**src/rtl/bc_host_pkg.sv**
```systemverilog
package bc_host_pkg;
  localparam int DATA_W = 16;
  localparam int ADDR_W = 4;
  localparam int Q_DEPTH = 32;

  // control register bit positions
  localparam int CB_MRES  = 0;
  localparam int CB_START = 1;
  localparam int CB_BCM   = 2;
  localparam int CB_RTM   = 3;
  localparam int CB_TXA   = 4;
  localparam int CB_TXB   = 5;
  localparam int CB_RA_LO = 7;
  localparam int CB_RSVD  = 11;
  localparam int CB_CLK   = 12;
  localparam int CB_GAP   = 14;

  localparam logic [ADDR_W-1:0] ADR_CTRL_RD = 4'b1100;
  localparam logic [ADDR_W-1:0] ADR_RX_RD   = 4'b0100;
  localparam logic [2:0]        ADR_TX_LOW  = 3'b010;
  localparam int                ADR_CTRL_WR_BIT = 2;

  typedef enum logic [1:0] {
    MODE_MON_ADDR   = 2'b00,
    MODE_BC         = 2'b01,
    MODE_RT         = 2'b10,
    MODE_MON_NOADDR = 2'b11
  } op_mode_e;
endpackage

```
**src/rtl/bc_word_fifo.sv**
```systemverilog
module bc_word_fifo #(
  parameter int W     = 16,
  parameter int DEPTH = 32
) (
  input  logic         clk,
  input  logic         rst_n,
  input  logic         clr,
  input  logic         push,
  input  logic         pop,
  input  logic [W-1:0] wdata,
  output logic [W-1:0] rdata,
  output logic         full,
  output logic         empty,
  output logic         ovf
);
  localparam int AW = (DEPTH > 1) ? $clog2(DEPTH) : 1;
  localparam int CW = AW + 1;
  localparam logic [AW-1:0] LAST = AW'(DEPTH - 1);

  logic [W-1:0]  mem [DEPTH];
  logic [AW-1:0] wp, rp;
  logic [CW-1:0] cnt;
  logic          push_ok, pop_ok;

  assign full    = (cnt == CW'(DEPTH));
  assign empty   = (cnt == '0);
  assign push_ok = push && !full && !clr;
  assign pop_ok  = pop && !empty && !clr;
  assign rdata   = mem[rp];

  always_ff @(posedge clk) begin
    if (push_ok) mem[wp] <= wdata;
  end

  always_ff @(posedge clk or negedge rst_n) begin
    if (!rst_n) begin
      wp  <= '0;
      rp  <= '0;
      cnt <= '0;
      ovf <= 1'b0;
    end else if (clr) begin
      wp  <= '0;
      rp  <= '0;
      cnt <= '0;
      ovf <= 1'b0;
    end else begin
      if (push_ok) wp <= (wp == LAST) ? '0 : wp + 1'b1;
      if (pop_ok)  rp <= (rp == LAST) ? '0 : rp + 1'b1;
      case ({push_ok, pop_ok})
        2'b10:   cnt <= cnt + 1'b1;
        2'b01:   cnt <= cnt - 1'b1;
        default: cnt <= cnt;
      endcase
      if (push && full) ovf <= 1'b1;
    end
  end
endmodule

```
**src/rtl/bc_ctrl_reg.sv**
```systemverilog
module bc_ctrl_reg
  import bc_host_pkg::*;
#(
  parameter int DW = DATA_W,
  parameter int AW = ADDR_W
) (
  input  logic          clk,
  input  logic          rst_n,
  input  logic [AW-1:0] host_addr,
  input  logic          host_wr,
  input  logic [DW-1:0] host_wdata,
  input  logic          mr_pin,
  input  logic          rt_pin,
  input  logic          bc_pin,
  input  logic          txinh_a,
  input  logic          txinh_b,
  output logic [AW-1:0] eff_addr,
  output logic [DW-1:0] ctrl_q,
  output logic          ctrl_wr,
  output logic          msg_start,
  output logic          mres,
  output logic [1:0]    op_mode,
  output logic          bus_a_en,
  output logic          bus_b_en
);
  localparam logic [DW-1:0] RSVD_MASK = DW'(1) << CB_RSVD;

  op_mode_e mode_w;
  logic     start_req;

  assign eff_addr = host_addr | ctrl_q[CB_RA_LO +: AW];
  assign ctrl_wr  = host_wr && eff_addr[ADR_CTRL_WR_BIT];
  assign mres     = ctrl_q[CB_MRES] | mr_pin;

  assign start_req = ctrl_wr && host_wdata[CB_START] && !ctrl_q[CB_START]
                     && !mres && !host_wdata[CB_MRES];

  always_ff @(posedge clk or negedge rst_n) begin
    if (!rst_n) begin
      ctrl_q    <= '0;
      msg_start <= 1'b0;
    end else begin
      if (ctrl_wr) ctrl_q <= host_wdata & ~RSVD_MASK;
      msg_start <= start_req;
    end
  end

  assign mode_w   = op_mode_e'({ctrl_q[CB_RTM] | rt_pin, ctrl_q[CB_BCM] | bc_pin});
  assign op_mode  = mode_w;
  assign bus_a_en = ctrl_q[CB_TXA] && !ctrl_q[CB_TXB] && !txinh_a;
  assign bus_b_en = ctrl_q[CB_TXB] && !ctrl_q[CB_TXA] && !txinh_b;
endmodule

```
**src/rtl/bc_host_regs.sv**
```systemverilog
module bc_host_regs
  import bc_host_pkg::*;
#(
  parameter int DW    = DATA_W,
  parameter int AW    = ADDR_W,
  parameter int DEPTH = Q_DEPTH
) (
  input  logic          clk,
  input  logic          rst_n,
  input  logic          mr_pin,
  input  logic [AW-1:0] host_addr,
  input  logic [DW-1:0] host_wdata,
  input  logic          host_wr,
  input  logic          host_rd,
  output logic [DW-1:0] host_rdata,
  input  logic          rt_pin,
  input  logic          bc_pin,
  input  logic          txinh_a,
  input  logic          txinh_b,
  output logic [1:0]    op_mode,
  output logic          bus_a_en,
  output logic          bus_b_en,
  output logic          gap_long,
  output logic          clk_half,
  output logic          mres,
  output logic          msg_start,
  output logic [DW-1:0] tx_data,
  output logic          tx_valid,
  input  logic          tx_ready,
  input  logic [DW-1:0] rx_data,
  input  logic          rx_valid,
  output logic          rx_ready,
  output logic          rx_empty,
  output logic          ovf_flag
);
  logic [AW-1:0] eff_addr;
  logic [DW-1:0] ctrl_q, rx_head;
  logic          ctrl_wr, ctrl_rd_sel, rx_rd_sel, tx_wr_sel;
  logic          tx_full, tx_empty, tx_ovf, rx_full, rx_ovf;

  bc_ctrl_reg #(.DW(DW), .AW(AW)) u_ctrl (
    .clk(clk), .rst_n(rst_n), .host_addr(host_addr), .host_wr(host_wr),
    .host_wdata(host_wdata), .mr_pin(mr_pin), .rt_pin(rt_pin), .bc_pin(bc_pin),
    .txinh_a(txinh_a), .txinh_b(txinh_b), .eff_addr(eff_addr), .ctrl_q(ctrl_q),
    .ctrl_wr(ctrl_wr), .msg_start(msg_start), .mres(mres), .op_mode(op_mode),
    .bus_a_en(bus_a_en), .bus_b_en(bus_b_en)
  );

  assign tx_wr_sel   = host_wr && (eff_addr[2:0] == ADR_TX_LOW);
  assign ctrl_rd_sel = host_rd && (eff_addr == ADR_CTRL_RD);
  assign rx_rd_sel   = host_rd && (eff_addr == ADR_RX_RD);

  bc_word_fifo #(.W(DW), .DEPTH(DEPTH)) u_txq (
    .clk(clk), .rst_n(rst_n), .clr(mres), .push(tx_wr_sel),
    .pop(tx_valid && tx_ready), .wdata(host_wdata), .rdata(tx_data),
    .full(tx_full), .empty(tx_empty), .ovf(tx_ovf)
  );

  assign tx_valid = !tx_empty;
  assign rx_ready = !rx_full && !mres && !msg_start;

  bc_word_fifo #(.W(DW), .DEPTH(DEPTH)) u_rxq (
    .clk(clk), .rst_n(rst_n), .clr(mres || msg_start),
    .push(rx_valid && rx_ready), .pop(rx_rd_sel), .wdata(rx_data),
    .rdata(rx_head), .full(rx_full), .empty(rx_empty), .ovf(rx_ovf)
  );

  // receive side is protected by rx_ready, so only the transmit queue can set this
  assign ovf_flag = tx_ovf | rx_ovf;
  assign gap_long = ctrl_q[CB_GAP];
  assign clk_half = ctrl_q[CB_CLK];

  always_ff @(posedge clk or negedge rst_n) begin
    if (!rst_n) host_rdata <= '0;
    else if (host_rd) begin
      if (ctrl_rd_sel)                host_rdata <= ctrl_q;
      else if (rx_rd_sel && !rx_empty) host_rdata <= rx_head;
      else                            host_rdata <= '0;
    end
  end

  // tx_full is only used through the queue's own drop logic
  logic unused_ok;
  assign unused_ok = tx_full;
endmodule

```
**config.mk**
```make
export PLATFORM = sky130hd
export DESIGN_NAME = bc_host_regs
export DESIGN_NICKNAME = d
export VERILOG_FILES = /design/src/rtl/bc_host_pkg.sv /design/src/rtl/bc_word_fifo.sv /design/src/rtl/bc_ctrl_reg.sv /design/src/rtl/bc_host_regs.sv
export SDC_FILE = /design/constraint.sdc
export NUM_CORES = 1
export LEC_CHECK = 0
export ABC_AREA = 0
export BUFFER_PORTS_ARGS = -buffer_cell sky130_fd_sc_hd__buf_2
export CORE_MARGIN = 4
export CORE_UTILIZATION = 62
export CTS_BUF_LIST = sky130_fd_sc_hd__clkbuf_16
export DETAILED_ROUTE_END_ITERATION = 8
export GPL_ROUTABILITY_DRIVEN = 1
export PLACE_DENSITY_LB_ADDON = 0.15
export SLEW_MARGIN = 20
export SYNTH_ARGS = -nofsm -noshare
export SYNTH_HDL_FRONTEND = slang
export SYNTH_SLANG_ARGS = --single-unit
```
**constraint.sdc**
```tcl
create_clock -name clk -period 4.1 [get_ports clk]
set_clock_uncertainty 0.15 [all_clocks]
set_input_delay 1.025 -clock clk [delete_from_list [all_inputs] [get_ports clk]]
set_output_delay 1.025 -clock clk [all_outputs]
set_load 0.005 [all_outputs]
```
==> out/metrics.cfg <==
[run_status]
outcome = finished, final reports clean

[clocking]
postCtsHoldBufs = 0
cts-buffers-inserted = 104
cts_sinks = 1090
htree_levels = 3
clkLatencyLatePin_ns = 0.65
path_clk_slew_ns = 0.06
root_buffer = clkbuf_16
clockBufferDepth = 3
cts_tree = done

[placement]
io_buffer_count = 90
pre_cts_ws_ns = 0.398
gp_congestion = 0.868
dpl.hpwl_um = 60700

[yosys]
avgSynthCellArea_sq_um = 19.5
yosys_most_used_dff = edfxtp_1
synth_edf_count = 1024
synthTopCellsByArea = edfxtp_1, mux4_2, dfrtp_1, mux2i_1, mux2_2
synthesis.area_sq_um = 43000
ys_warn_count = 0
synth_top_area_cell = edfxtp_1
synth-seq-cells = 1090
synth_cells = 2203
synth_top_area_share_pct = 71.5
synthArstFlopShare_pct = 6.06
syn_nets = 2274
synth-seq-area-share_pct = 75.4
synth.distinct_cells = 70

[finish]
fin_nets = 2501
final_cell_mix = edfxtp_1, mux4_2, buf_4, clkbuf_16, nor2_1
final_common_cell = edfxtp_1
syn_to_final_growth_pct = 13.7
fin_util_pct = 71.2
drive_gt1_share_pct = 27.5
diodes = 0

[setup_path]
critPathMaxStageDelay_ns = 0.54
worst-setup-path-type = register to output pin
cp-start-kind = register
path_cells = buf_6 -> bufbuf_16 -> mux4_2 -> o22ai_1 -> a21oi_2 -> a21o_1 -> buf_2
crit_path_top_delay_cell = mux4_2
cp_data_required_time_ns = 2.92
cp_max_fo = 20
reg2reg_to = u_txq.cnt[5]
critPathTopFamily = buffers and inverters
cp.buffers_inverters = 3
reg2reg_depth = 10
endpoint_kind = output pin
r2r_setup_slack_ns = 0.59
arrival_ns = 2.83
r2r_start = u_txq.cnt[0]

[drt]
avgViaCountPerCell = 6.55
drc_errors = 0
ant_nets = 0
wl_met2_um = 49800
vias = 22600
initialDrtViolationCount = 2334
wl_met1_um = 38800
top_layer = met5
firstDrtPassIters = 5
routed-wl-met3_um = 6540
routedWlPerCell_um = 29.0
routed_wl_um = 99800

[floorplan]
floorplan.die_area_sq_um = 73600
fp.dieW_um = 271
start_util_pct = 62.6
fp.coreArea_sq_um = 68700
rows = 96
die_h_um = 271
design.portCount = 91

[grt]
grt_pass1_vias = 23000
grt_max_degree = 68
grt.overflow.total = 0
grt_pass1_wl_um = 149000
antenna_found_initial = 2
grt_util_all_layers_pct = 27.3

[sta]
slew_violations = 0
max_freq_mhz = 250
fin_crit_sh_pct = 97.7
slew_headroom_pct = 29.9
fin_crit_ns = 4.01
setup-violations-final = 0
tightest_slew_ns = 1.05
hold_viol = 0
setup_ws_ns = 0.0923

[power_and_ir_drop]
ir_drop_mv = 0.379
leakagePower_uw = 0.0158
power.density_nw_per_um2 = 449

[min_path]
holdPathStages = 1
holdPathEnd = u_rxq.ovf
min_from = u_rxq.ovf
holdCritPathClass = register to register

[job]
cap_violations = 0

[layer usage]
layer / GRT usage, % / vias to the layer above
met4: 11.7 / 2
met1: 37.8 / 11700
met5: 0 / -
met3: 3.64 / 225
li1: - / 9544
met2: 44.7 / 1088
[registers in the layout (all words and copies together), names as in the netlist]
name and count:
u_txq.ovf 1, u_txq.wp 5, u_rxq.ovf 1, u_rxq.rp 5
u_rxq.cnt 6, u_txq.cnt 6, u_ctrl.ctrl_q 15, u_txq.mem 512
host_rdata 16, u_txq.rp 5, u_rxq.wp 5, u_ctrl.msg_start 1
u_rxq.mem 512
[metrics by stage]
stage               hold slack [ns]  std cells  setup TNS, ns  total power, uW  instance area (sq um)
floorplan                     0.295       2203              0            12700                  43000
global placement              0.311       3241              0            13000                  45300
detailed placement            0.323       3241              0            13000                  45300
CTS                           0.342       3435       -0.00295            22100                  48700
global route                  0.386       3444       -0.00953            22600                  48900
finish                        0.341       3444              0            21900                  48900
[area by class of cell]
class                           instances  area, sq um
Tap cell                              931         1160
Multi-Input combinational cell        982        10100
Sequential cell                      1090        32400
Clock buffer                          108         2700
Timing Repair Buffer                  239         1830
Fill cell                            4223        19800
Clock inverter                         81          572
Inverter                               13         48.8
[worst reg2reg max path, cell delays in order (launching register included)]
cell and delay [ns]:
dfrtp_1 0.48, or4_4 0.61, o31a_1 0.29, o21ai_1 0.26, nor2_1 0.22, ha_1 0.34
a211oi_1 0.32, o21bai_1 0.12, a21oi_1 0.20, mux2i_1 0.24, mux2i_1 0.20
[worst max-delay path by stage]
stage,slack (ns),from,cells past startpoint,endpoint
final,0.09,u_txq.rp[0],7,tx_data[5]
after global placement,0.44,u_txq.rp[1],7,tx_data[15]
after CTS,-0.003,u_txq.rp[0],7,tx_data[8]
after floorplan,0.41,mr_pin,13,u_rxq.cnt[4]
after detailed placement,0.40,host_addr[3],12,u_rxq.cnt[5]
after global routing,-0.007,u_txq.rp[1],8,tx_data[1]
[report_power, final]
part | switching [uW] | internal [uW] | leakage (uW)
Combinational | 358 | 162 | 0.00398
Clock | 3920 | 5240 | 0.00171
Sequential | 49.0 | 12200 | 0.0101
[synth_stat cells, types with 17 or more instances]
cell type	count
clkbuf_1	68
mux4_2	207
edfxtp_1	1024
nand3_1	31
nand2_1	93
o22ai_1	32
buf_2	24
a22oi_1	24
o21ai_0	29
mux2_2	36
buf_4	17
nor2_1	106
a211oi_1	18
and3_1	18
o221ai_1	42
a21oi_1	51
ha_1	23
dfrtp_1	66
mux2i_1	82
[kinds of logic (layout without fill, tap and decap cells)]
| logic type | count (synthesis) | after routing | synth area share [%] |
|---|---|---|---|
| compound gates | 286 | 286 | 4.74 |
| mux | 325 | 325 | 13.7 |
| flops | 1090 | 1090 | 75.4 |
| fa+ha+maj | 24 | 24 | 0.716 |
| simple gates | 341 | 341 | 3.95 |
| xor+xnor | 6 | 6 | 0.122 |
| buf+inv | 131 | 441 | 1.40 |
[repair_timing]
item | CTS | global route
setup buffers | 4 | 7
endpoints found under the setup margin | 16 | 16
gates resized for setup | 23 | 14
gates cloned | 1 | 2
pin swaps | 1 | 2
(Power assumes the default switching activity.)
